### config.mk
export PLATFORM = sky130hd
export DESIGN_NAME = irq_level_arbiter
export DESIGN_NICKNAME = d
export VERILOG_FILES = /design/src/rtl/irq_arb_pkg.sv /design/src/rtl/irq_cfg_regs.sv /design/src/rtl/irq_pick_tree.sv /design/src/rtl/irq_level_arbiter.sv
export SDC_FILE = /design/constraint.sdc
export NUM_CORES = 1
export LEC_CHECK = 0
export BUFFER_PORTS_ARGS = -buffer_cell sky130_fd_sc_hd__buf_2
export CORE_ASPECT_RATIO = 0.8
export CORE_UTILIZATION = 56
export CTS_CLUSTER_DIAMETER = 60
export DETAILED_ROUTE_END_ITERATION = 6
export HOLD_SLACK_MARGIN = 0.1
export PLACE_DENSITY = 0.78
export SYNTH_ARGS = -nofsm -noshare
export SYNTH_HDL_FRONTEND = slang
export SYNTH_SLANG_ARGS = --single-unit
### constraint.sdc
create_clock -name clk -period 39.1 [get_ports clk]
set_clock_uncertainty 0.1 [all_clocks]
set_input_delay 5.865 -clock clk [delete_from_list [all_inputs] [get_ports clk]]
set_output_delay 5.865 -clock clk [all_outputs]
set_load 0.005 [all_outputs]
### src/rtl/irq_arb_pkg.sv
package irq_arb_pkg;
  localparam int LVL_W     = 3;
  localparam int REG_W     = 16;
  localparam int NIB_W     = 4;
  localparam int PER_REG   = REG_W / NIB_W;
  localparam int EN_PER_REG = REG_W;
  localparam logic [LVL_W-1:0] LVL_RESET = 3'd4;
  typedef logic [LVL_W-1:0] lvl_t;
endpackage

### src/rtl/irq_cfg_regs.sv
module irq_cfg_regs
  import irq_arb_pkg::*;
#(
  parameter int NUM_SRC = 54,
  parameter int NUM_PRIO_REGS = 14,
  parameter int ADDR_W = 5
) (
  input  logic                     clk,
  input  logic                     rst_n,
  input  logic                     reg_wr,
  input  logic [ADDR_W-1:0]        reg_addr,
  input  logic [REG_W-1:0]         reg_wdata,
  output logic [REG_W-1:0]         reg_rdata,
  output lvl_t [NUM_SRC-1:0]       src_lvl,
  output logic [NUM_SRC-1:0]       src_en
);
  localparam logic [REG_W-1:0] PAD_MASK = 16'h8888;

  always_ff @(posedge clk or negedge rst_n) begin
    if (!rst_n) begin
      for (int s = 0; s < NUM_SRC; s++) begin
        src_lvl[s] <= LVL_RESET;
        src_en[s]  <= 1'b0;
      end
    end else if (reg_wr) begin
      for (int s = 0; s < NUM_SRC; s++) begin
        if (int'(reg_addr) == s / PER_REG)
          src_lvl[s] <= reg_wdata[NIB_W*(s%PER_REG) +: LVL_W];
        if (int'(reg_addr) == NUM_PRIO_REGS + s / EN_PER_REG)
          src_en[s] <= reg_wdata[s % EN_PER_REG];
      end
    end
  end

  always_comb begin
    reg_rdata = '0;
    for (int s = 0; s < NUM_SRC; s++) begin
      if (int'(reg_addr) == s / PER_REG)
        reg_rdata[NIB_W*(s%PER_REG) +: LVL_W] = src_lvl[s];
      if (int'(reg_addr) == NUM_PRIO_REGS + s / EN_PER_REG)
        reg_rdata[s % EN_PER_REG] = src_en[s];
    end
  end

  // the top bit of every nibble in a level register reads back as 0
  a_r2_pad_bits_zero: assert property (@(posedge clk) disable iff (!rst_n)
    (int'(reg_addr) < NUM_PRIO_REGS) |-> ((reg_rdata & PAD_MASK) == '0));
endmodule

### src/rtl/irq_pick_tree.sv
module irq_pick_tree
  import irq_arb_pkg::*;
#(
  parameter int NUM_SRC = 54,
  parameter int SRC_W = 6
) (
  input  logic [NUM_SRC-1:0]  live,
  input  lvl_t [NUM_SRC-1:0]  src_lvl,
  output logic                found,
  output logic [SRC_W-1:0]    best_src,
  output lvl_t                best_lvl
);
  // Scan from the highest index down. ">=" lets a lower index take over on a tie.
  always_comb begin
    best_lvl = '0;
    best_src = '0;
    for (int i = NUM_SRC - 1; i >= 0; i--) begin
      if (live[i] && src_lvl[i] != '0 && src_lvl[i] >= best_lvl) begin
        best_lvl = src_lvl[i];
        best_src = SRC_W'(i);
      end
    end
    found = (best_lvl != '0);
  end
endmodule

### src/rtl/irq_level_arbiter.sv
module irq_level_arbiter
  import irq_arb_pkg::*;
#(
  parameter int NUM_SRC = 54,
  parameter int VEC_OFS = 8,
  parameter logic [63:0] RSV_MASK = 64'h003F_F81E_1780_8010,
  localparam int NUM_PRIO_REGS = (NUM_SRC + PER_REG - 1) / PER_REG,
  localparam int NUM_EN_REGS = (NUM_SRC + EN_PER_REG - 1) / EN_PER_REG,
  localparam int ADDR_W = $clog2(NUM_PRIO_REGS + NUM_EN_REGS),
  localparam int SRC_W = $clog2(NUM_SRC),
  localparam int VEC_W = $clog2(NUM_SRC + VEC_OFS)
) (
  input  logic               clk,
  input  logic               rst_n,
  input  logic [NUM_SRC-1:0] irq_pend,
  input  logic [LVL_W-1:0]   cpu_lvl,
  input  logic               reg_wr,
  input  logic [ADDR_W-1:0]  reg_addr,
  input  logic [REG_W-1:0]   reg_wdata,
  output logic [REG_W-1:0]   reg_rdata,
  output logic               irq_req,
  output logic               win_valid,
  output logic [SRC_W-1:0]   win_src,
  output logic [VEC_W-1:0]   win_vec,
  output logic [LVL_W-1:0]   win_lvl
);
  lvl_t [NUM_SRC-1:0] src_lvl;
  logic [NUM_SRC-1:0] src_en;
  logic [NUM_SRC-1:0] live;
  logic               found;
  logic [SRC_W-1:0]   best_src;
  lvl_t               best_lvl;

  irq_cfg_regs #(
    .NUM_SRC(NUM_SRC), .NUM_PRIO_REGS(NUM_PRIO_REGS), .ADDR_W(ADDR_W)
  ) i_regs (
    .clk(clk), .rst_n(rst_n), .reg_wr(reg_wr), .reg_addr(reg_addr),
    .reg_wdata(reg_wdata), .reg_rdata(reg_rdata),
    .src_lvl(src_lvl), .src_en(src_en)
  );

  assign live = irq_pend & src_en & ~RSV_MASK[NUM_SRC-1:0];

  irq_pick_tree #(.NUM_SRC(NUM_SRC), .SRC_W(SRC_W)) i_tree (
    .live(live), .src_lvl(src_lvl),
    .found(found), .best_src(best_src), .best_lvl(best_lvl)
  );

  always_ff @(posedge clk or negedge rst_n) begin
    if (!rst_n) begin
      win_valid <= 1'b0;
      win_src   <= '0;
      win_vec   <= '0;
      win_lvl   <= '0;
      irq_req   <= 1'b0;
    end else begin
      win_valid <= found;
      win_src   <= found ? best_src : '0;
      win_vec   <= found ? VEC_W'(best_src) + VEC_W'(VEC_OFS) : '0;
      win_lvl   <= found ? best_lvl : '0;
      irq_req   <= found && (best_lvl > cpu_lvl);
    end
  end

  // the vector tracks the source with the fixed offset
  a_r7_vector_offset: assert property (@(posedge clk) disable iff (!rst_n)
    win_valid |-> (int'(win_vec) == int'(win_src) + VEC_OFS));
  // a reserved slot is never reported as the winner
  a_r8_reserved_never_wins: assert property (@(posedge clk) disable iff (!rst_n)
    win_valid |-> !RSV_MASK[win_src]);
  // a request needs a level strictly above the processor level
  a_r9_req_above_cpu: assert property (@(posedge clk) disable iff (!rst_n)
    irq_req |=> ($past(win_valid) && $past(win_lvl) > $past(cpu_lvl, 2)));
  // the reported winner was taking part one cycle earlier
  a_r4_winner_was_live: assert property (@(posedge clk) disable iff (!rst_n)
    win_valid |-> ((($past(live) >> win_src) & 1) != 0));
  // with no winner, the reported fields are zero
  a_r10_idle_zero: assert property (@(posedge clk) disable iff (!rst_n)
    !win_valid |-> (win_src == '0 && win_lvl == '0 && !irq_req));
endmodule

==> flow_metrics.env, run 1 <==
export IMPL_ff_latch_area_sq_um=5823
export IMPL_timing_fmax_mhz=21.82
export IMPL_critPathKind="in2reg"
export IMPL_fin_nets=2103
export IMPL_ys_types=107
export IMPL_period_share_pct=117.2
export IMPL_drtIter0Drc=1830
export IMPL_wirelength_mm=56.22
export IMPL_netlist_instances=1630
export IMPL_slew_headroom_pct=19.75
export IMPL_multi_input_area_sq_um=10550
export IMPL_violations="negative setup slack"
export IMPL_ys_warn_count=0
export IMPL_rsz0062_at_grt="true"
export IMPL_cp_arrival_ps=46160
export IMPL_area_delta_synth_final_pct=32.24
export IMPL_grt_overflow_total=0
export IMPL_tightest_slew_ps=1199
export IMPL_clk_path_buf_depth=3
export IMPL_comb_power_share_pct=57.4
export IMPL_gr_usage_met1_pct=52.24
export IMPL_via_per_inst=6.729
export IMPL_p_sw_uw=538.7
export IMPL_num_io_pins=114
export IMPL_postCtsHoldBufs=0
export IMPL_dp_cells=2221
export IMPL_synth_edf_count=0
export IMPL_dieArea_sq_um=28550
export IMPL_cts_root_buffer="clkbuf_16"
export IMPL_use_met3_pct=8.109
export IMPL_gr_usage_met2_pct=59.71
export IMPL_gp_congestion=0.9363
export IMPL_num_rows=54
export IMPL_hold_depth=1
export IMPL_pwr_share_seq_pct=27.0
export IMPL_yosysTopAreaCell="dfrtp_1"
export IMPL_fin_cells=2362
export IMPL_finalCriticalPeriod_ps=45830
export IMPL_setup_viol=14
export IMPL_endpoint_kind="flip-flop"
export IMPL_pwr_share_clk_pct=15.7
export IMPL_cap_violations=0
export IMPL_critPathTopFamily="compound AO/OA/AOI/OAI gates"
export IMPL_dr_pass1_iters=7
export IMPL_power_switching_fraction_pct=39.63
export IMPL_rrSetupSlack_ps=-1800
export IMPL_layout_setup_ws_ps=-6731
export IMPL_min_to="i_regs.src_en[36]$_DFFE_PN0P_"
export IMPL_cp_num_buf_inv=9
export IMPL_min_path_type="reg2reg"
export IMPL_required_ps=39430
export IMPL_grt_pass1_vias=15150
export IMPL_r2r_worst_path_cells=230
export IMPL_wl_per_cell_um=23.80
export IMPL_die_y_um=151.3
export IMPL_cp_max_fo=5
export IMPL_cts_tree="yes"
export IMPL_hp_start="i_regs.src_en[36]$_DFFE_PN0P_"
export IMPL_cp_common_cell="nand2b_4"
export IMPL_dp_hpwl_mm=38.36
export IMPL_p_int_uw=820.6
export IMPL_status="finished, violations left"
export IMPL_drive_gt1_share_pct=48.82
export IMPL_synth_seq_cells=230
export IMPL_synth_most_common_cell="mux2_2"
export IMPL_netlist_area_leader_share_pct=28.21
export IMPL_cts_htree_levels=1
export IMPL_synth_area_per_cell_sq_um=9.577
export IMPL_cpPeakStageDelay_ps=420
export IMPL_grt_pass1_wl_mm=84.50
export IMPL_pwr_density_cell_nw_per_um2=65.84
export IMPL_final_fill_count=1779
export IMPL_via_count=15890
export IMPL_clock_latency_ps=540
export IMPL_start_util_pct=57.19
export IMPL_ys_seq_area_share_pct=37.30
export IMPL_core_sq_um=27300
export IMPL_cts_made_buffers=23
export IMPL_grt_start_max_net_pins=141
export IMPL_port_buffers=91
export IMPL_crit_reg2reg_launch="i_regs.src_lvl[128]$_DFFE_PN1P_"
export IMPL_grtUsageTotal_pct=37.98
export IMPL_slew_violations=0
export IMPL_whs_ps=403.0
export IMPL_cpMaxStageDelayCell="a311o_1"
export IMPL_top_usage_layer="met2"
export IMPL_synthTopCellsByCount="222 x mux2_2, 176 x dfrtp_1, 125 x nand2_1"
export IMPL_p_leak_uw=0.009243
export IMPL_die_x_um=188.7
export IMPL_async_flop_share_pct=100.0
export IMPL_yosys_top_cells_area="dfrtp_1 28%, mux2_2 16%, dfstp_2 9.1%, ha_1 3.5%, a21oi_1 3.3%"
export IMPL_start_kind="input port"
export IMPL_hold_viol=0
export IMPL_syn_area_sq_um=15610
export IMPL_path_clk_slew_ps=70
export IMPL_drtAntennaViolNets=0
export IMPL_cts_sinks=230
export IMPL_antenna_found_initial=4
export IMPL_synth_flop_cell="dfrtp_1"
export IMPL_max_vdd_ir_drop_v=0.00004780
export IMPL_synth_net_count=1755
export IMPL_r2r_end="win_vec[4]$_DFF_PN0_"
export IMPL_drcViolationCount=0
logic make-up (layout without fill, tap and decap cells):
family                     count (synthesis)  after routing  share of synthesized area, %
AOI/OAI and AO/OA                        492            492                         23.05
and+or+nand+nor                          483            483                         15.55
DFF                                      230            230                         37.30
muxes                                    229            229                         16.50
buffers and inverters                    147            512                         3.759
adders and majority gates                 48             48                         3.783
xor gates and xnor gates                   1              1                       0.05611
other                                      0              3                             0
state kept, by name (all words and copies together), names as in the netlist:
signal	flops
i_regs.src_en	54
win_valid	1
i_regs.src_lvl	162
irq_req	1
win_lvl	3
win_vec	6
win_src	3
cell usage in the layout, fill, tap and decap left out, drive strengths merged, types with 17 or more instances in the layout:
cell	synthesis	routed
a22oi	41	41
o21a	18	18
o31ai	18	18
ha	44	44
nor2	109	109
dfstp	54	54
buf	12	399
mux2	224	224
nand4	17	17
nor3	27	27
and3	25	25
clkbuf	64	31
o211ai	27	27
nand2b	32	32
and2	26	26
dfrtp	176	176
a21oi	108	108
a31oi	35	35
nand2	126	126
nand3	66	66
inv	71	72
o21ai	77	77
power by group through the flow:
| stage | Sequential (uW) | Combinational [uW] | Clock (uW) |
|---|---|---|---|
| after floorplan | 333 | 407 | 0 |
| after global placement | 358 | 593 | 0 |
| after detailed placement | 362 | 617 | 0 |
| after CTS | 360 | 708 | 212 |
| after global routing | 371 | 832 | 222 |
| final | 367 | 780 | 213 |
how the worst max path moves through the flow:
stage | start | to | slack, ps | cells past startpoint
2_1_floorplan | irq_pend[42] | irq_req$_DFF_PN0_ | -5310 | 227
3_5_place_dp | irq_pend[42] | irq_req$_DFF_PN0_ | -7270 | 229
4_1_cts | irq_pend[42] | irq_req$_DFF_PN0_ | -5500 | 227
5_1_grt | irq_pend[42] | win_vec[4]$_DFF_PN0_ | -8450 | 235
6_report | irq_pend[42] | win_vec[4]$_DFF_PN0_ | -6730 | 231
3_3_place_gp | irq_pend[42] | irq_req$_DFF_PN0_ | -6260 | 230
per-layer routing:
metal  vias to the layer above  routed length (um)  part of all wire (%)
met2                      1009               25240                    45
met1                      7810               22270                    40
li1                       6886                   -                     -
met3                       187                6473                    12
met5                         -                  17                 0.030
met4                         2                2226                   4.0
worst reg2reg max path: cells and delay by family (launching register included):
kind / cells / cell delay, ps
muxes: 9 / 2840
adders and majority gates: 33 / 8650
AOI/OAI and AO/OA: 103 / 17050
buffers and inverters: 8 / 1000
DFF: 1 / 540
and+or+nand+nor: 77 / 10580
final cells by class:
cell class,instances,share of cell area (%)
multi-input cells,1253,51.12
flip-flops and latches,230,28.21
repair buffers,399,13.67
clock buffers,31,3.127
well taps,364,2.206
inverters,71,1.291
clock inverters,11,0.3455
diodes,3,0.03636
per-stage QoR:
stage / setup TNS (ps) / area [sq um] / total power (uW) / setup slack, ps / util (%)
4_1_cts: -71110 / 20200 / 1280 / -5498 / 74.00
3_3_place_gp: -81590 / 18500 / 951.2 / -6262 / 67.77
3_5_place_dp: -95240 / 18500 / 979.7 / -7270 / 67.77
5_1_grt: -113170 / 20640 / 1424 / -8454 / 75.62
2_1_floorplan: -66600 / 16320 / 739.8 / -5307 / -
6_report: -89270 / 20640 / 1359 / -6731 / 75.63
timing repair:
| action | 4_1_cts | 5_1_grt |
|---|---|---|
| gates resized for setup | 84 | 60 |
| setup endpoints to repair | 14 | 14 |
| gates cloned | 0 | 0 |
| setup buffers | 79 | 25 |
| pin swaps | 72 | 82 |
(Power assumes the default switching activity.)
==> run 2, diff against run 1 <==
Settings changed: CORE_UTILIZATION 56 to 36, PLACE_DENSITY 0.78 to default, PLACE_DENSITY_LB_ADDON from default to 0.25.
==> run 2 against run 1 <==
Sequential cell count unchanged. Largest power group unchanged. Fmax grew 3.7%. Global-route usage decreased by 13 points. Die area up 55%. The run still ends with negative setup slack left. Clock-buffer cell count rose by 9. Sequential power hardly changed. Sequential share of layout area decreased by 0.37 points. Utilization decreased by 26 points. Via count shrank 4.8%. Critical path type unchanged. Clock power grew 15%. Power decreased by 0.20%.
==> flow_metrics.env, run 2 (same netlist as run 1, synthesis figures left out) <==
export IMPL_status="finished, violations left"
export IMPL_violations="negative setup slack"
export IMPL_port_buffers=91
export IMPL_finalCriticalPeriod_ps=44200
export IMPL_hold_depth=1
export IMPL_timing_fmax_mhz=22.62
export IMPL_slew_violations=0
export IMPL_min_to="i_regs.src_en[34]$_DFFE_PN0P_"
export IMPL_endpoint_kind="flip-flop"
export IMPL_cp_max_fo=5
export IMPL_wl_met3_mm=4.884
export IMPL_p_int_uw=842.2
export IMPL_area_delta_synth_final_pct=33.99
export IMPL_rsz0062_at_grt="true"
export IMPL_die_y_um=188.3
export IMPL_antenna_found_initial=3
export IMPL_num_rows=67
export IMPL_via_per_inst=5.920
export IMPL_critPathKind="in2reg"
export IMPL_min_path_type="reg2reg"
export IMPL_slew_headroom_pct=33.33
export IMPL_hold_viol=0
export IMPL_core_sq_um=42330
export IMPL_grt_pass1_vias=14960
export IMPL_cts_htree_levels=1
export IMPL_path_clk_slew_ps=60
export IMPL_dieArea_sq_um=44210
export IMPL_p_sw_uw=514.4
export IMPL_cp_arrival_ps=44520
export IMPL_pwr_share_clk_pct=18.1
export IMPL_rrSetupSlack_ps=-200
export IMPL_start_kind="input port"
export IMPL_cts_made_buffers=26
export IMPL_grtUsageTotal_pct=25.21
export IMPL_cpMaxStageDelayCell="a2111o_1"
export IMPL_wirelength_mm=56.25
export IMPL_grt_overflow_total=0
export IMPL_drcViolationCount=0
export IMPL_cp_common_cell="nand2b_4"
export IMPL_period_share_pct=113.0
export IMPL_wl_met2_mm=24.62
export IMPL_pwr_share_seq_pct=27.0
export IMPL_max_vdd_ir_drop_v=0.00003628
export IMPL_gp_congestion=0.8803
export IMPL_start_util_pct=36.88
export IMPL_final_cell_mix="297 x buf_4, 216 x mux2_2, 176 x dfrtp_1, 118 x nand2_1, 95 x nor2_1"
export IMPL_pwr_density_cell_nw_per_um2=64.85
export IMPL_p_leak_uw=0.009281
export IMPL_die_x_um=234.8
export IMPL_via_count=15130
export IMPL_tightest_slew_ps=996.4
export IMPL_num_io_pins=114
export IMPL_regMostFlops="i_regs.src_lvl"
export IMPL_fin_nets=2104
export IMPL_final_fill_count=3854
export IMPL_dp_hpwl_mm=41.94
export IMPL_drtAntennaViolNets=0
export IMPL_cts_sinks=230
export IMPL_drtIter0Drc=1448
export IMPL_setup_tns_ps=-65680
export IMPL_r2r_worst_path_cells=225
export IMPL_clock_latency_ps=530
export IMPL_highest_layer="met4"
export IMPL_cpPeakStageDelay_ps=400
export IMPL_setup_viol=14
export IMPL_largestRegisters="i_regs.src_lvl: 162 flops, i_regs.src_en: 54 flops, win_vec: 6 flops"
export IMPL_drive_gt1_share_pct=48.32
export IMPL_grt_start_max_net_pins=81
export IMPL_wl_per_cell_um=22.01
export IMPL_cap_violations=0
export IMPL_cts_tree="yes"
export IMPL_met1_length_mm=25.56
export IMPL_comb_power_share_pct=54.9
export IMPL_layout_setup_ws_ps=-5100
export IMPL_r2r_end="win_vec[4]$_DFF_PN0_"
export IMPL_crit_reg2reg_launch="i_regs.src_lvl[128]$_DFFE_PN1P_"
export IMPL_largest_reg_flops=162
export IMPL_power_switching_fraction_pct=37.92
export IMPL_clk_path_buf_depth=3
export IMPL_layout_commonest_cell="buf_4"
export IMPL_hp_start="i_regs.src_en[34]$_DFFE_PN0P_"
export IMPL_required_ps=39420
export IMPL_grt_pass1_wl_mm=87.26
export IMPL_cts_root_buffer="clkbuf_16"
export IMPL_dr_pass1_iters=6
export IMPL_whs_ps=402.8
run 2: cell count changes in the layout (fill, tap and decap cells not counted), moves of 3 or more:
| cell | change |
|---|---|
| o21ai_1 | -3 |
| nand2_2 | -6 |
| clkbuf_1 | +4 |
| o21ai_2 | +5 |
| clkbuf_16 | +4 |
| nand2_1 | +5 |
run 2: final cells by class:
class	count	area (sq um)	share of cell area, %
Multi-Input combinational cell	1253	10460	49.99
Sequential cell	230	5823	27.84
Timing Repair Buffer	397	2803	13.40
Clock buffer	40	774.5	3.703
Tap cell	552	690.7	3.302
Inverter	71	266.5	1.274
Clock inverter	8	92.59	0.4426
Antenna cell	4	10.01	0.04785
run 2: repair_timing:
item / 4_1_cts / 5_1_grt
resized for setup: 81 / 45
pin swaps: 54 / 25
hold buffers: 0 / 0
endpoints found under the setup margin: 14 / 14
buffers inserted: 72 / 14
run 2: worst max path at each step:
stage / start / to / slack (ps) / cells after the start
finish: irq_pend[42] / win_vec[4]$_DFF_PN0_ / -5100 / 226
global route: irq_pend[42] / win_vec[4]$_DFF_PN0_ / -7230 / 235
CTS: irq_pend[42] / irq_req$_DFF_PN0_ / -4790 / 229
detailed placement: irq_pend[42] / irq_req$_DFF_PN0_ / -6590 / 229
global placement: irq_pend[42] / irq_req$_DFF_PN0_ / -5680 / 232
floorplan: irq_pend[42] / irq_req$_DFF_PN0_ / -5310 / 227
run 2: critical path: cells and delay by family:
family / cells / cell delay, ps
AOI/OAI and AO/OA: 97 / 15270
muxes: 10 / 3190
buffers and inverters: 6 / 740
adders and majority gates: 34 / 8860
and+or+nand+nor: 79 / 10500
run 2: power by group through the flow:
stage               clock network [uW]  registers, uW  logic (uW)
finish                             246            366         745
global route                       257            373         806
CTS                                248            362         714
detailed placement                   0            364         625
global placement                     0            362         609
floorplan                            0            333         407
run 2: metrics by stage:
step           area, sq um  instances  power, uW  utilization [%]  worst slack [ps]
6_report             20920       2555       1357            49.41             -5100
5_1_grt              20910       2552       1435            49.39             -7228
4_1_cts              20610       2537       1324            48.68             -4790
3_5_place_dp         18800       2418      988.8            44.41             -6593
3_3_place_gp         18800       2418      971.5            44.41             -5681
2_1_floorplan        16320       1630      739.8                -             -5307
run 2: per-layer routing:
metal	up-vias	global-route usage [%]
met5	-	0
met4	0	5.415
met3	74	5.582
met2	548	38.70
met1	7603	36.16
li1	6900	-
